===== src/rtl/trace_snoop_pkg.sv =====
package trace_snoop_pkg;
  typedef enum logic [1:0] {
    ACT_FWD  = 2'd0,
    ACT_COPY = 2'd1,
    ACT_DROP = 2'd2
  } trace_act_e;
endpackage


===== src/rtl/trace_cfg_hold.sv =====
module trace_cfg_hold #(
  parameter int WIN_BITS = 160,
  parameter int NCMP     = 4,
  parameter int PORT_W   = 4
) (
  input  logic                     clk,
  input  logic                     rst,
  input  logic                     load,
  input  logic                     live_en,
  input  logic                     live_drop,
  input  logic [PORT_W-1:0]        live_port,
  input  logic [NCMP-1:0]          live_cmp_en,
  input  logic [NCMP*WIN_BITS-1:0] live_value,
  input  logic [NCMP*WIN_BITS-1:0] live_mask,
  output logic                     eff_en,
  output logic                     eff_drop,
  output logic [PORT_W-1:0]        eff_port,
  output logic [NCMP-1:0]          eff_cmp_en,
  output logic [NCMP*WIN_BITS-1:0] eff_value,
  output logic [NCMP*WIN_BITS-1:0] eff_mask
);
  logic                     h_en, h_drop;
  logic [PORT_W-1:0]        h_port;
  logic [NCMP-1:0]          h_cmp_en;
  logic [NCMP*WIN_BITS-1:0] h_value, h_mask;

  always_ff @(posedge clk) begin
    if (rst) begin
      h_en     <= 1'b0;
      h_drop   <= 1'b0;
      h_port   <= '0;
      h_cmp_en <= '0;
      h_value  <= '0;
      h_mask   <= '0;
    end else if (load) begin
      h_en     <= live_en;
      h_drop   <= live_drop;
      h_port   <= live_port;
      h_cmp_en <= live_cmp_en;
      h_value  <= live_value;
      h_mask   <= live_mask;
    end
  end

  // The start word itself sees the live settings; later words see the copy.
  assign eff_en     = load ? live_en     : h_en;
  assign eff_drop   = load ? live_drop   : h_drop;
  assign eff_port   = load ? live_port   : h_port;
  assign eff_cmp_en = load ? live_cmp_en : h_cmp_en;
  assign eff_value  = load ? live_value  : h_value;
  assign eff_mask   = load ? live_mask   : h_mask;
endmodule


===== src/rtl/trace_cmp_lane.sv =====
module trace_cmp_lane #(
  parameter int WORD_W = 32,
  parameter int NWORDS = 5,
  parameter int CNT_W  = 3
) (
  input  logic                     clk,
  input  logic                     rst,
  input  logic                     start,
  input  logic                     step,
  input  logic [CNT_W-1:0]         idx,
  input  logic [WORD_W-1:0]        data,
  input  logic [NWORDS*WORD_W-1:0] value,
  input  logic [NWORDS*WORD_W-1:0] mask,
  output logic                     match_now,
  output logic                     tail_clear
);
  logic             acc;
  logic [CNT_W-1:0] sel;
  logic [WORD_W-1:0] w_val, w_mask;
  logic             word_ok;

  assign sel     = (idx < CNT_W'(NWORDS)) ? idx : '0;
  assign w_val   = value[sel*WORD_W +: WORD_W];
  assign w_mask  = mask[sel*WORD_W +: WORD_W];
  assign word_ok = ((data ^ w_val) & w_mask) == '0;

  assign match_now = (start ? 1'b1 : acc) & word_ok;

  // Window words after the current one must be fully masked if the packet ends here.
  always_comb begin
    tail_clear = 1'b1;
    for (int k = 0; k < NWORDS; k++) begin
      if (k > int'(idx) && (|mask[k*WORD_W +: WORD_W]))
        tail_clear = 1'b0;
    end
  end

  always_ff @(posedge clk) begin
    if (rst)       acc <= 1'b0;
    else if (step) acc <= match_now;
  end
endmodule


===== src/rtl/trace_snoop_filter.sv =====
module trace_snoop_filter
  import trace_snoop_pkg::*;
#(
  parameter int WORD_W   = 32,
  parameter int WIN_BITS = 160,
  parameter int NCMP     = 4,
  parameter int NPORTS   = 16,
  localparam int PORT_W  = $clog2(NPORTS)
) (
  input  logic                     clk,
  input  logic                     rst,
  input  logic                     cfg_en,
  input  logic                     cfg_drop,
  input  logic [PORT_W-1:0]        cfg_trace_port,
  input  logic [NCMP-1:0]          cfg_cmp_en,
  input  logic [NCMP*WIN_BITS-1:0] cfg_value,
  input  logic [NCMP*WIN_BITS-1:0] cfg_mask,
  input  logic                     in_valid,
  input  logic                     in_sop,
  input  logic                     in_eop,
  input  logic [WORD_W-1:0]        in_data,
  output logic                     dec_valid,
  output logic [1:0]               dec_code,
  output logic [PORT_W-1:0]        dec_trace_port
);
  localparam int NWORDS = WIN_BITS / WORD_W;
  localparam int CNT_W  = $clog2(NWORDS + 1);

  logic                     start, step, last, busy, done, any_hit;
  logic [CNT_W-1:0]         idx, cur_idx;
  logic                     e_en, e_drop;
  logic [PORT_W-1:0]        e_port;
  logic [NCMP-1:0]          e_cmp_en, hit;
  logic [NCMP*WIN_BITS-1:0] e_value, e_mask;
  trace_act_e               act;

  assign start   = in_valid && in_sop;
  assign step    = in_valid && (in_sop || (busy && !done));
  assign cur_idx = in_sop ? '0 : idx;
  assign last    = step && (cur_idx == CNT_W'(NWORDS - 1) || in_eop);

  trace_cfg_hold #(.WIN_BITS(WIN_BITS), .NCMP(NCMP), .PORT_W(PORT_W)) u_hold (
    .clk(clk), .rst(rst), .load(start),
    .live_en(cfg_en), .live_drop(cfg_drop), .live_port(cfg_trace_port),
    .live_cmp_en(cfg_cmp_en), .live_value(cfg_value), .live_mask(cfg_mask),
    .eff_en(e_en), .eff_drop(e_drop), .eff_port(e_port),
    .eff_cmp_en(e_cmp_en), .eff_value(e_value), .eff_mask(e_mask)
  );

  for (genvar c = 0; c < NCMP; c++) begin : g_lane
    logic m_now, t_clr;
    trace_cmp_lane #(.WORD_W(WORD_W), .NWORDS(NWORDS), .CNT_W(CNT_W)) u_lane (
      .clk(clk), .rst(rst), .start(start), .step(step), .idx(cur_idx),
      .data(in_data),
      .value(e_value[c*WIN_BITS +: NWORDS*WORD_W]),
      .mask(e_mask[c*WIN_BITS +: NWORDS*WORD_W]),
      .match_now(m_now), .tail_clear(t_clr)
    );
    assign hit[c] = m_now && t_clr && e_cmp_en[c];
  end

  assign any_hit = e_en && (|hit);

  always_comb begin
    if (!any_hit)    act = ACT_FWD;
    else if (e_drop) act = ACT_DROP;
    else             act = ACT_COPY;
  end

  always_ff @(posedge clk) begin
    if (rst) begin
      busy           <= 1'b0;
      done           <= 1'b0;
      idx            <= '0;
      dec_valid      <= 1'b0;
      dec_code       <= ACT_FWD;
      dec_trace_port <= '0;
    end else begin
      if (start) begin
        dec_valid <= 1'b0;
        busy      <= !in_eop;
        done      <= 1'b0;
        idx       <= CNT_W'(1);
      end else if (in_valid && busy) begin
        if (!done) idx <= idx + 1'b1;
        if (in_eop) busy <= 1'b0;
      end
      if (last) begin
        dec_valid      <= 1'b1;
        dec_code       <= act;
        dec_trace_port <= e_port;
        done           <= 1'b1;
      end
    end
  end
endmodule


===== config.mk =====
export PLATFORM = sky130hd
export DESIGN_NAME = trace_snoop_filter
export DESIGN_NICKNAME = d
export VERILOG_FILES = /design/src/rtl/trace_snoop_pkg.sv /design/src/rtl/trace_cfg_hold.sv /design/src/rtl/trace_cmp_lane.sv /design/src/rtl/trace_snoop_filter.sv
export SDC_FILE = /design/constraint.sdc
export NUM_CORES = 2
export LEC_CHECK = 0
export BUFFER_PORTS_ARGS = -buffer_cell sky130_fd_sc_hd__buf_2
export CAP_MARGIN = 15
export CELL_PAD_IN_SITES_DETAIL_PLACEMENT = 0
export CELL_PAD_IN_SITES_GLOBAL_PLACEMENT = 2
export CORE_AREA = 2 2 527 529
export DETAILED_ROUTE_END_ITERATION = 8
export DIE_AREA = 0 0 529 531
export PLACE_DENSITY = 0.71
export RECOVER_POWER = 50
export SYNTH_ARGS = -nofsm -noshare
export SYNTH_HDL_FRONTEND = slang
export SYNTH_SLANG_ARGS = --single-unit

===== constraint.sdc =====
create_clock -name clk -period 3.15 [get_ports clk]
set_input_delay 0.315 -clock clk [delete_from_list [all_inputs] [get_ports clk]]
set_output_delay 0.315 -clock clk [all_outputs]
set_load 0.02 [all_outputs]

==> tab_implementation.tex <==
\begin{tabular}{lr}
\hline
Metric & Value \\
\hline
\multicolumn{2}{l}{\textbf{STA}} \\
\quad Final worst path period need & 3.57 ns \\
\quad Slew at the pin with the worst max-slew slack & 2.15 ns \\
\quad Remaining max-slew budget at the tightest pin & -43.3\% \\
\quad Final Setup Violations & 349 \\
\quad Unrepaired setup endpoints after global routing & true \\
\quad Minimum hold slack & 0.0945 ns \\
\quad Timing-limited maximum frequency & 0.280 GHz \\
\quad Final setup slack of the worst path & -0.418 ns \\
\quad Worst Skew & 0.0283 ns \\
\quad Fin. max-slew vios & 52 \\
\quad Total count of hold-check failures in the final report & 0 \\
\quad Final period utilization & 113\% \\
\multicolumn{2}{l}{\textbf{Global routing}} \\
\quad Global-route congestion overflow total & 0 \\
\quad Wire length of the first global-routing pass & 627000 µm \\
\quad Maximum number of pins on one net before global-route repair & 144 \\
\quad Number of antenna violations at the first check in global routing & 212 \\
\quad Number of global-route vias before repair & 73300 \\
\quad Global-route total usage across every layer & 32.5\% \\
\multicolumn{2}{l}{\textbf{Floorplan}} \\
\quad Die area & 281000 µm² \\
\quad Die width & 529 µm \\
\quad Initial standard-cell utilization of the core & 21.6\% \\
\quad Count of standard-cell rows & 193 \\
\quad Die extent in y & 531 µm \\
\quad CORE AREA & 275000 µm² \\
\quad Top-level port count & 1334 \\
\multicolumn{2}{l}{\textbf{Setup path}} \\
\quad Required arrival time at the worst endpoint & 3.88 ns \\
\quad Setup slack of the worst register-to-register path & -0.42 ns \\
\quad Worst reg-to-reg path cell count & 15 \\
\quad Endpoint kind of the worst setup timing path & flip-flop \\
\quad Worst flop-to-flop path startpoint & idx[2] \\
\quad Worst setup path class & reg -> reg \\
\quad Worst flop-to-flop path endpoint & dec\_code[1] \\
\quad Kind of start point of the critical path & flip-flop \\
\quad Arrival time reported for the critical path endpoint & 4.30 ns \\
\quad Crit-path max FO & 4 \\
\multicolumn{2}{l}{\textbf{Layout}} \\
\quad Post-route non-filler standard cell count & 15000 \\
\quad Final design instance area without fill & 102000 µm² \\
\quad Nets@finish & 12500 \\
\quad Layout cells sized above 1 & 30.3\% \\
\quad Layout Area Growth over Synthesis & 71.7\% \\
\quad Most frequent cells in the layout & sky130\_fd\_sc\_hd\_\_nand2\_1, sky130\_fd\_sc\_hd\_\_buf\_2, sky130\_fd\_sc\_hd\_\_dlygate4sd3\_1 \\
\quad Most common cell after layout, fill and taps aside & sky130\_fd\_sc\_hd\_\_nand2\_1 \\
\multicolumn{2}{l}{\textbf{Detailed routing}} \\
\quad Routed wire length on met3 & 35200 µm \\
\quad Routed vias & 76000 \\
\quad Overall routed net length & 479000 µm \\
\quad DR iter-0 viols & 7648 \\
\quad Highest metal layer with signal wires & met5 \\
\quad Metal1 wirelength & 208000 µm \\
\quad DRC viols & 0 \\
\quad Total iterations of the first detailed-routing run & 7 \\
\quad Met2 routed WL & 212000 µm \\
\quad Average wire per cell in the routed design & 32.0 µm \\
\quad Routed Antenna Nets & 0 \\
\quad Post-detailed-route via-to-cell ratio & 5.07 \\
\multicolumn{2}{l}{\textbf{Worst hold path}} \\
\quad Worst min-delay path category & in -> reg \\
\quad Hold-critical path endpoint & u\_hold.h\_mask[239] \\
\quad Worst min-delay path startpoint & cfg\_mask[239] \\
\quad Number of cells on the worst hold path & 4 \\
\multicolumn{2}{l}{\textbf{Synth}} \\
\quad Fraction of synthesized cell area taken by the top area cell type & 43.9\% \\
\quad Register area share after synthesis & 43.9\% \\
\quad Synthesized cell area & 59500 µm² \\
\quad Synth area leader & sky130\_fd\_sc\_hd\_\_dfxtp\_1 \\
\quad Top flip-flop cell by instance count after synthesis & sky130\_fd\_sc\_hd\_\_dfxtp\_1 \\
\quad Number of instances in the synthesized netlist & 7589 \\
\quad Share of async-settable or async-resettable flops after synthesis & 0\% \\
\quad Distinct cell type count of the synthesized netlist & 92 \\
\quad Synthesized area divided by synthesized cell count & 7.84 µm² \\
\quad Total of warnings raised by yosys & 0 \\
\quad Synthesized Nets & 8917 \\
\quad Number of synthesized flops with an enable pin & 0 \\
\quad Top post-synthesis cells by area & sky130\_fd\_sc\_hd\_\_dfxtp\_1, sky130\_fd\_sc\_hd\_\_nand2\_1, sky130\_fd\_sc\_hd\_\_a21oi\_1 \\
\quad Flip-flop and latch count after synthesis & 1305 \\
\multicolumn{2}{l}{\textbf{CTS}} \\
\quad CTS tree & yes \\
\quad Number of buffers added by the clock tree synthesis step & 166 \\
\quad Number of buffers on the longest clock path & 3 \\
\quad Clock-pin slew reported for the worst setup and hold paths after clock tree synthesis & 0.06 ns \\
\quad H-Tree Level Count & 4 \\
\quad Clk\_lat worst skew & 0.85 ns \\
\quad Root buffer selected by CTS & sky130\_fd\_sc\_hd\_\_clkbuf\_16 \\
\quad Clk sink count & 1305 \\
\multicolumn{2}{l}{\textbf{Run}} \\
\quad Max-cap violations & 1 \\
\multicolumn{2}{l}{\textbf{Pwr}} \\
\quad Switching component of the power & 15.3 mW \\
\quad Clock share of power & 41.0\% \\
\quad Internal Power & 34.1 mW \\
\quad Register share of total power & 36.2\% \\
\quad Share of power burned in combinational logic & 22.8\% \\
\quad Net Sw Frac & 30.9\% \\
\quad Max IR drop VDD & 0.541 mV \\
\quad Leakage power figure & 41.6 nW \\
\quad Power per Cell Area & 483 nW/µm² \\
\multicolumn{2}{l}{\textbf{Placement}} \\
\quad Routability cong. & 0.966 \\
\quad Port Buf Inserts & 1333 \\
\quad Sum of net half-perimeters after detailed placement & 385000 µm \\
\quad Dpl cell area & 79100 µm² \\
\quad Inst Count DP & 13100 \\
\multicolumn{2}{l}{\textbf{Status}} \\
\quad Status & finished, violations left \\
\quad Failing checks & capacitance limit, slew limit, setup timing \\
\hline
\end{tabular}
routing by layer:
metal,vias up,track usage (%)
li1,34000,-
met1,37300,43.0
met2,3779,51.3
met3,908,6.43
met4,80,13.6
met5,-,0
worst max-delay path by stage:
stage	from	end	depth (start not counted)	slack (ns)
after floorplan	idx[0]	g_lane[0].u_lane.acc	12	0.26
after global placement	in_sop	dec_code[0]	15	-1.57
after detailed placement	in_sop	dec_code[0]	15	-1.50
after CTS	idx[0]	dec_code[0]	15	-0.36
after global routing	idx[2]	dec_code[0]	16	-0.45
final	idx[2]	dec_code[1]	15	-0.42
synth_stat cells (72+ instances only):
| cell | instances |
|---|---|
| sky130_fd_sc_hd__dfxtp_1 | 1305 |
| sky130_fd_sc_hd__a21oi_1 | 1173 |
| sky130_fd_sc_hd__nor4_1 | 283 |
| sky130_fd_sc_hd__a221oi_1 | 116 |
| sky130_fd_sc_hd__mux2i_1 | 361 |
| sky130_fd_sc_hd__nand4_1 | 72 |
| sky130_fd_sc_hd__o21ai_0 | 145 |
| sky130_fd_sc_hd__o22ai_1 | 83 |
| sky130_fd_sc_hd__nand2_1 | 2046 |
| sky130_fd_sc_hd__a211oi_1 | 105 |
| sky130_fd_sc_hd__nor2_1 | 437 |
| sky130_fd_sc_hd__buf_2 | 146 |
| sky130_fd_sc_hd__clkbuf_1 | 402 |
area by class of cell:
class | count | area (µm²)
fill | 28600 | 173000
multi-input combinational | 5636 | 33100
timing repair buffer | 4011 | 32500
sequential | 1305 | 26100
clock buffer | 246 | 4890
tap | 3607 | 4510
clock inverter | 51 | 757
antenna | 135 | 338
inverter | 6 | 30.0
per-stage QoR:
stage                     power [mW]  utilization (%)  TNS [ns]  setup WS, ns
after floorplan                 21.3                -         0         0.259
after global placement          27.0             28.7     -7.52         -1.57
after detailed placement        27.1             28.7     -7.31         -1.50
after CTS                       49.3             36.6     -1.83        -0.359
after global routing            50.8             37.1    -17.71        -0.447
final                           49.4             37.1    -17.90        -0.418
timing repair:
item                       in CTS  in global routing
pin swaps                      89                 86
hold endpoints to repair     1290                  0
setup buffers                  84                 28
gates cloned                   12                  5
resized for setup             365                189
hold buffers                 1311                  0
setup endpoints to repair       6                  6
worst max-delay path, cell delays in order, from the launching register on:
cell                        delay (ns)
sky130_fd_sc_hd__dfxtp_4          0.36
sky130_fd_sc_hd__or4b_4           0.61
sky130_fd_sc_hd__buf_8            0.17
sky130_fd_sc_hd__buf_4            0.15
sky130_fd_sc_hd__buf_4            0.15
sky130_fd_sc_hd__o22ai_2          0.20
sky130_fd_sc_hd__buf_4            0.15
sky130_fd_sc_hd__a21oi_1          0.10
sky130_fd_sc_hd__xnor2_2          0.32
sky130_fd_sc_hd__a32oi_1          0.13
sky130_fd_sc_hd__o311a_1          0.19
sky130_fd_sc_hd__nand4_1          0.11
sky130_fd_sc_hd__nor3_2           0.06
sky130_fd_sc_hd__buf_6            0.16
sky130_fd_sc_hd__a2111oi_4        0.45
sky130_fd_sc_hd__o21ai_1          0.12
power groups by stage:
stage,clock (mW),sequential (mW),combinational [mW]
6_report,20.3,17.9,11.3
5_1_grt,21.2,17.9,11.7
4_1_cts,20.5,17.8,10.9
3_5_place_dp,0,18.2,8.87
3_3_place_gp,0,18.2,8.86
2_1_floorplan,0,17.9,3.34
state kept, by name (all words and copies together), names as in the netlist:
signal and count:
u_hold.h_port 4, dec_code 2, g_lane.u_lane.acc 4, idx 3, dec_trace_port 4, busy 1
u_hold.h_drop 1, u_hold.h_cmp_en 4, u_hold.h_en 1, u_hold.h_value 640, done 1, u_hold.h_mask 640
cells by family after synthesis:
| family | after synthesis | synth area share, % |
|---|---|---|
| buffers and inverters | 650 | 4.93 |
| XOR/XNOR | 93 | 1.37 |
| adder cells (fa/ha/maj) | 1 | 0.0210 |
| flip-flops | 1305 | 43.9 |
| AND/OR/NAND/NOR | 3175 | 23.1 |
| multiplexers | 424 | 7.26 |
| AO/OA/AOI/OAI | 1941 | 19.5 |
(Power assumes the default switching activity.)
